$ cat src/rtl/smbto_pkg.sv
package smbto_pkg;

    // Cycle budget from clock frequency and timeout length; at least 1.
    function automatic int unsigned calc_limit(input int unsigned freq_hz,
                                               input int unsigned span_us);
        longint unsigned prod;
        prod = (longint'(freq_hz) * longint'(span_us)) / 64'd1_000_000;
        if (prod == 0) prod = 1;
        return int'(prod);
    endfunction

    // Individual qualifying terms, all active high.
    typedef struct packed {
        logic busy;      // target not idle
        logic smb_on;    // SMBus mode selected
        logic clk_low;   // serial clock low
        logic enabled;   // interface enabled
    } smbto_qual_t;

    typedef enum logic [1:0] {
        TMR_REST    = 2'd0,
        TMR_COUNT   = 2'd1,
        TMR_EXPIRED = 2'd2
    } smbto_state_e;

endpackage

$ cat src/rtl/smbto_qualify.sv
module smbto_qualify
    import smbto_pkg::*;
(
    input  logic        scl_i,
    input  logic        tgt_idle_i,
    input  logic        smb_mode_i,
    input  logic        if_enable_i,
    output smbto_qual_t qual_o,
    output logic        run_o
);
    always_comb begin
        qual_o.busy    = ~tgt_idle_i;
        qual_o.smb_on  = smb_mode_i;
        qual_o.clk_low = ~scl_i;
        qual_o.enabled = if_enable_i;
    end

    // Every term must hold at once.
    assign run_o = &qual_o;
endmodule

$ cat src/rtl/smbto_counter.sv
module smbto_counter
    import smbto_pkg::*;
#(
    parameter int unsigned LIMIT = 30,
    parameter int          CW    = $clog2(LIMIT + 1)
) (
    input  logic          clk,
    input  logic          rst,
    input  logic          run_i,
    output logic [CW-1:0] cnt_o,
    output logic          fire_o
);
    localparam logic [CW-1:0] LAST = CW'(LIMIT - 1);
    localparam logic [CW-1:0] TOP  = CW'(LIMIT);

    smbto_state_e  state_q;
    logic [CW-1:0] cnt_q;

    assign fire_o = run_i && (state_q != TMR_EXPIRED) && (cnt_q == LAST);
    assign cnt_o  = cnt_q;

    always_ff @(posedge clk) begin
        if (rst || !run_i) begin
            cnt_q   <= '0;
            state_q <= TMR_REST;
        end else begin
            case (state_q)
                TMR_REST, TMR_COUNT: begin
                    if (cnt_q == LAST) begin
                        cnt_q   <= TOP;
                        state_q <= TMR_EXPIRED;
                    end else begin
                        cnt_q   <= cnt_q + 1'b1;
                        state_q <= TMR_COUNT;
                    end
                end
                default: begin
                    cnt_q   <= TOP;
                    state_q <= TMR_EXPIRED;
                end
            endcase
        end
    end
endmodule

$ cat src/rtl/smbto_flag.sv
module smbto_flag (
    input  logic clk,
    input  logic rst,
    input  logic fire_i,
    input  logic clr_i,
    input  logic irq_en_i,
    output logic flag_o,
    output logic irq_o
);
    logic flag_q;

    // Set takes priority over clear.
    always_ff @(posedge clk) begin
        if (rst)         flag_q <= 1'b0;
        else if (fire_i) flag_q <= 1'b1;
        else if (clr_i)  flag_q <= 1'b0;
    end

    assign flag_o = flag_q;
    assign irq_o  = flag_q & irq_en_i;
endmodule

$ cat src/rtl/smbto_timer.sv
module smbto_timer
    import smbto_pkg::*;
#(
    parameter int unsigned CLK_FREQ_HZ = 100_000_000,
    parameter int unsigned TIMEOUT_US  = 30_000
) (
    input  logic clk,
    input  logic rst,
    input  logic scl_i,
    input  logic tgt_idle_i,
    input  logic smb_mode_i,
    input  logic if_enable_i,
    input  logic flag_clr_i,
    input  logic irq_en_i,
    output logic timeout_flag_o,
    output logic irq_o
);
    localparam int unsigned LIMIT = calc_limit(CLK_FREQ_HZ, TIMEOUT_US);
    localparam int          CW    = $clog2(LIMIT + 1);

    smbto_qual_t   qual;
    logic          run;
    logic [CW-1:0] cnt;
    logic          fire;

    smbto_qualify u_qual (
        .scl_i       (scl_i),
        .tgt_idle_i  (tgt_idle_i),
        .smb_mode_i  (smb_mode_i),
        .if_enable_i (if_enable_i),
        .qual_o      (qual),
        .run_o       (run)
    );

    smbto_counter #(.LIMIT(LIMIT), .CW(CW)) u_cnt (
        .clk    (clk),
        .rst    (rst),
        .run_i  (run),
        .cnt_o  (cnt),
        .fire_o (fire)
    );

    smbto_flag u_flag (
        .clk      (clk),
        .rst      (rst),
        .fire_i   (fire),
        .clr_i    (flag_clr_i),
        .irq_en_i (irq_en_i),
        .flag_o   (timeout_flag_o),
        .irq_o    (irq_o)
    );
endmodule

$ cat config.mk
export PLATFORM = sky130hd
export DESIGN_NAME = smbto_timer
export DESIGN_NICKNAME = d
export VERILOG_FILES = /design/src/rtl/smbto_pkg.sv /design/src/rtl/smbto_qualify.sv /design/src/rtl/smbto_counter.sv /design/src/rtl/smbto_flag.sv /design/src/rtl/smbto_timer.sv
export SDC_FILE = /design/constraint.sdc
export NUM_CORES = 1
export LEC_CHECK = 0
export ABC_AREA = 1
export CORE_MARGIN = 2
export CORE_UTILIZATION = 40
export DETAILED_ROUTE_END_ITERATION = 12
export HOLD_SLACK_MARGIN = 0.08
export MAX_ROUTING_LAYER = met4
export PLACE_DENSITY = 0.58
export SYNTH_ARGS = -nofsm -noshare
export SYNTH_HDL_FRONTEND = slang
export SYNTH_HIERARCHICAL = 1
export SYNTH_SLANG_ARGS = --single-unit
export TNS_END_PERCENT = 20
$ cat constraint.sdc
create_clock -name clk -period 1.7 [get_ports clk]
set_clock_uncertainty 0.05 [all_clocks]
set_input_delay 0.425 -clock clk [delete_from_list [all_inputs] [get_ports clk]]
set_output_delay 0.425 -clock clk [all_outputs]
set_load 0.02 [all_outputs]
==> results of run 1 <==
-- flip-flops by register name, indices dropped and copies added, names as in the netlist --
signal	count
u_cnt/cnt_o	22
u_flag/flag_o	1
u_cnt/state_q	2
-- per-layer routing --
metal | vias up | GRT usage, %
li1 | 689 | -
met1 | 574 | 22.8
met2 | 17 | 28.0
met3 | 4 | 2.11
met4 | 0 | 7.34
met5 | - | -
-- stage by stage --
step | setup WS (ns) | util, % | hold WS (ns) | power (uW) | instance area, um2
floorplan | 0.332 | - | 0.379 | 609 | 1430
global placement | -0.333 | 48.0 | 0.433 | 631 | 1630
detailed placement | -0.336 | 48.0 | 0.431 | 631 | 1630
CTS | 0.00593 | 48.8 | 0.445 | 920 | 1660
global route | 0.0448 | 48.7 | 0.478 | 942 | 1650
finish | 0.111 | 48.7 | 0.440 | 898 | 1650
-- report_power, final --
group	internal (uW)	total (uW)	leakage (uW)	switching, uW
registers	587	587	0.000201	0.277
clock network	90.2	281	0.0000139	190
logic	20.1	30.3	0.000403	10.2
-- worst paths after layout --
| check | cells after the start | to |
|---|---|---|
| worst max-delay path | 4 | irq_o |
| worst min-delay path | 2 | u_flag/flag_o |
| worst max register to register | 7 | u_cnt/cnt_o[17] |
| worst min register to register | 2 | u_flag/flag_o |
-- worst max-delay path: stages --
cell,delay (ns)
clkdlybuf4s50_1,0.45
nand2_1,0.05
inv_1,0.04
buf_2,0.15
-- what timing repair did --
item	4_1_cts	5_1_grt
endpoints found under the hold margin	0	0
resized for setup	4	1
hold buffers	0	0
endpoints found under the setup margin	2	1
-- area by class of cell --
class / count / area [um2] / area share, %
Timing Repair Buffer: 16 / 149 / 9.03
Clock inverter: 1 / 7.51 / 0.455
Clock buffer: 3 / 22.5 / 1.37
Tap cell: 46 / 57.6 / 3.49
Multi-Input combinational cell: 152 / 788 / 47.8
Sequential cell: 25 / 500 / 30.3
Inverter: 33 / 124 / 7.51
==> results.json, run 1 <==
{
  "synth_nets": 221,
  "avgViaCountPerCell": 4.65,
  "h-tree-depth": 1,
  "place_inst": 272,
  "path_max_fanout": 1,
  "worstHoldStart": "u_flag/flag_o",
  "finalSetupViolCount": 0,
  "drv_slew": 0,
  "post_drt_wl_per_cell_um": 10.9,
  "post-dp-hpwl_um": 2430,
  "synth_warnings": 6,
  "hold_viol_final": 0,
  "start_util_pct": 42.2,
  "path_class": "in2out",
  "clk_latency_ns": 0.33,
  "drtIter0Drc": 67,
  "cts-buffers-inserted": 3,
  "port_buffers": 9,
  "cts-root-buf": "clkbuf_4",
  "ir_drop_v": 0.000435,
  "final_antenna_net_count": 0,
  "cts_tree": "built",
  "grt-ovfl-total": 0,
  "die_w_um": 63.8,
  "clk_pin_slew_ns": 0.14,
  "min_period_ns": 1.59,
  "worst_slew_pin_slew_ns": 0.223,
  "post_cts_buffers": 0,
  "firstDrtPassIters": 4,
  "wl_met2_um": 1450,
  "worstHoldPathType": "reg2reg",
  "die_h_um": 63.8,
  "rows": 21,
  "routed_wl_um": 3010,
  "grtUsageTotal_pct": 17.6,
  "cts_buffer_depth": 2,
  "p_leak_uw": 0.000619,
  "rsz0062_at_grt": "false",
  "ios": 10,
  "antenna_found_initial": 0,
  "syn_inst": 212,
  "fmax_mhz": 629,
  "status": "finished clean",
  "fin_crit_sh_pct": 93.5,
  "highest_layer": "met4",
  "setup_tns_ns": 0,
  "fin_nets": 240,
  "crit_start": "irq_en_i",
  "core_um2": 3390,
  "area_growth_pct": 15.4,
  "grt_pass1_wl_um": 5380,
  "cts_sinks": 25,
  "final_common_cell": "nand2_1",
  "drc": 0,
  "mostFrequentLayoutCells": "nand2_1, inv_1, dfxtp_1",
  "slew_headroom_pct": 85.1,
  "dieArea_um2": 4070,
  "layout-drive-gt1-share_pct": 17.0,
  "syn_area_um2": 1430,
  "power_density_nw_per_um2": 545,
  "wl_met3_um": 88,
  "max_cap_violations": 0,
  "via_count": 1284,
  "cp-start-kind": "input port",
  "drt-met1-wl_um": 1440,
  "cp-end-kind": "output pin",
  "arrival_ns": 1.11,
  "grt_pass1_vias": 1216,
  "worst-r2r-setup-slack_ns": 0.19,
  "stdcell_count": 276,
  "grt_max_degree": 16,
  "gp_congestion": 0.845,
  "syn_area_per_cell_um2": 6.74,
  "antenna_cells": 0,
  "required_ns": 1.22,
  "r2r_start": "u_cnt/cnt_o[1]",
  "fillers": 354
}
Power figures use the tool's default switching activity.
==> run 2, diff against run 1 <==
--- a/config.mk
+++ b/config.mk
@@ -7,11 +7,11 @@
 export LEC_CHECK = 0
 export ABC_AREA = 1
 export CORE_MARGIN = 2
-export CORE_UTILIZATION = 40
+export CORE_UTILIZATION = 57
 export DETAILED_ROUTE_END_ITERATION = 12
 export HOLD_SLACK_MARGIN = 0.08
 export MAX_ROUTING_LAYER = met4
-export PLACE_DENSITY = 0.58
+export PLACE_DENSITY = 0.78
 export SYNTH_ARGS = -nofsm -noshare
 export SYNTH_HDL_FRONTEND = slang
 export SYNTH_HIERARCHICAL = 1
==> run 2 against run 1 <==
Core utilization up 17 points. Count of clock-buffer cells in the layout unchanged. Global-route usage up 7.0 points. Cell count down 6.9%. Via count up 1.2%. Critical endpoint unchanged. Clock power down 6%. Sequential share of layout area up 0.85 points. Die area down 28%. Maximum frequency down 2.2%. Sequential power about the same.
==> results.json, run 2 (synthesis gave the netlist of run 1 again) <==
{
  "dieArea_um2": 2920,
  "grtUsageTotal_pct": 24.7,
  "ir_drop_v": 0.000496,
  "final_common_cell": "nand2_1",
  "hold_viol_final": 0,
  "place_inst": 253,
  "post-dp-hpwl_um": 2440,
  "fin_nets": 237,
  "drtIter0Drc": 36,
  "grt_pass1_wl_um": 5090,
  "r2r_start": "u_cnt/cnt_o[0]",
  "whs_ns": 0.425,
  "cp-end-kind": "output pin",
  "worstHoldStart": "u_cnt/cnt_o[0]",
  "die_w_um": 54.1,
  "finalSetupViolCount": 0,
  "grt_pass1_vias": 1197,
  "fin_crit_sh_pct": 95.6,
  "setup_tns_ns": 0,
  "port_buffers": 9,
  "ios": 10,
  "worst-r2r-setup-slack_ns": 0.23,
  "core_um2": 2430,
  "required_ns": 1.22,
  "start_util_pct": 58.7,
  "area_growth_pct": 12.3,
  "final_antenna_net_count": 0,
  "worst_slew_pin_slew_ns": 0.235,
  "via_count": 1299,
  "whs_endpoint": "u_cnt/cnt_o[0]",
  "antenna_found_initial": 0,
  "firstDrtPassIters": 4,
  "cts_sinks": 25,
  "antenna_cells": 0,
  "cts_buffer_depth": 2,
  "mostFrequentLayoutCells": "nand2_1, inv_1, dfxtp_1",
  "path_class": "in2out",
  "p_leak_uw": 0.000607,
  "min_period_ns": 1.63,
  "crit_start": "irq_en_i",
  "routed_wl_um": 3020,
  "avgViaCountPerCell": 5.05,
  "grt-ovfl-total": 0,
  "rsz0062_at_grt": "false",
  "arrival_ns": 1.15,
  "drc": 0,
  "largest_reg_flops": 22,
  "clk_pin_slew_ns": 0.13,
  "post_drt_wl_per_cell_um": 11.8,
  "fmax_mhz": 615,
  "dpl_cell_area_um2": 1580,
  "path_max_fanout": 1,
  "cts-buffers-inserted": 3,
  "max_cap_violations": 0,
  "post_cts_buffers": 0,
  "die_h_um": 54.1,
  "rows": 18,
  "cts_tree": "built",
  "gp_congestion": 0.931,
  "cts-resized-gates": 5,
  "hold_buffers": 0,
  "drv_slew": 0,
  "slew_headroom_pct": 84.3,
  "layout-drive-gt1-share_pct": 15.9,
  "holdPathStages": 1,
  "fin_util_pct": 65.9,
  "reg2reg_depth": 7,
  "stdcell_count": 257,
  "cp-start-kind": "input port",
  "worstHoldPathType": "reg2reg",
  "status": "finished clean",
  "final_area_um2": 1600,
  "fillers": 237,
  "cts-root-buf": "clkbuf_4",
  "clk_latency_ns": 0.31,
  "grt_max_degree": 15,
  "h-tree-depth": 1,
  "r2r-end": "u_cnt/cnt_o[17]",
  "power_density_nw_per_um2": 549
}
run 2: cell types whose count changed in the layout (fill, tap and decap cells not counted):
cell        previous run  this run
clkinvlp_4             1         0
buf_4                  6         3
clkinv_2               0         1
run 2: per-stage QoR:
step / worst slack, ns / power [uW]
2_1_floorplan: 0.332 / 609
3_3_place_gp: -0.338 / 628
3_5_place_dp: -0.389 / 629
4_1_cts: 0.0661 / 893
5_1_grt: 0.00919 / 910
6_report: 0.0746 / 881
run 2: routing by layer:
| layer | track usage (%) | routed length [um] | up-vias |
|---|---|---|---|
| met5 | - | 0 | - |
| met4 | 5.83 | 15 | 0 |
| met3 | 3.06 | 123 | 2 |
| met2 | 42.9 | 1500 | 32 |
| met1 | 30.4 | 1380 | 585 |
| li1 | - | - | 680 |
run 2: critical path, stage by stage:
cell	delay, ns
clkdlybuf4s50_1	0.46
nand2_1	0.05
inv_1	0.05
buf_2	0.16
run 2: worst max-delay path by stage:
stage / endpoint / slack [ns]
after floorplan: u_cnt/cnt_o[5] / 0.33
after global placement: irq_o / -0.34
after detailed placement: irq_o / -0.39
after CTS: irq_o / 0.07
after global routing: u_flag/flag_o / 0.009
final: irq_o / 0.07
run 2: area by class of cell:
type / count / area (um2) / area share (%)
Timing Repair Buffer: 13 / 126 / 7.88
Inverter: 33 / 124 / 7.72
Clock inverter: 1 / 5.00 / 0.312
Clock buffer: 3 / 22.5 / 1.40
Tap cell: 30 / 37.5 / 2.34
Multi-Input combinational cell: 152 / 788 / 49.1
Sequential cell: 25 / 500 / 31.2
run 2: power breakdown:
| part | switching [uW] | internal (uW) | leakage, uW |
|---|---|---|---|
| clock network | 177 | 87.8 | 0.0000177 |
| registers | 0.507 | 587 | 0.000201 |
| logic | 10.2 | 18.6 | 0.000388 |
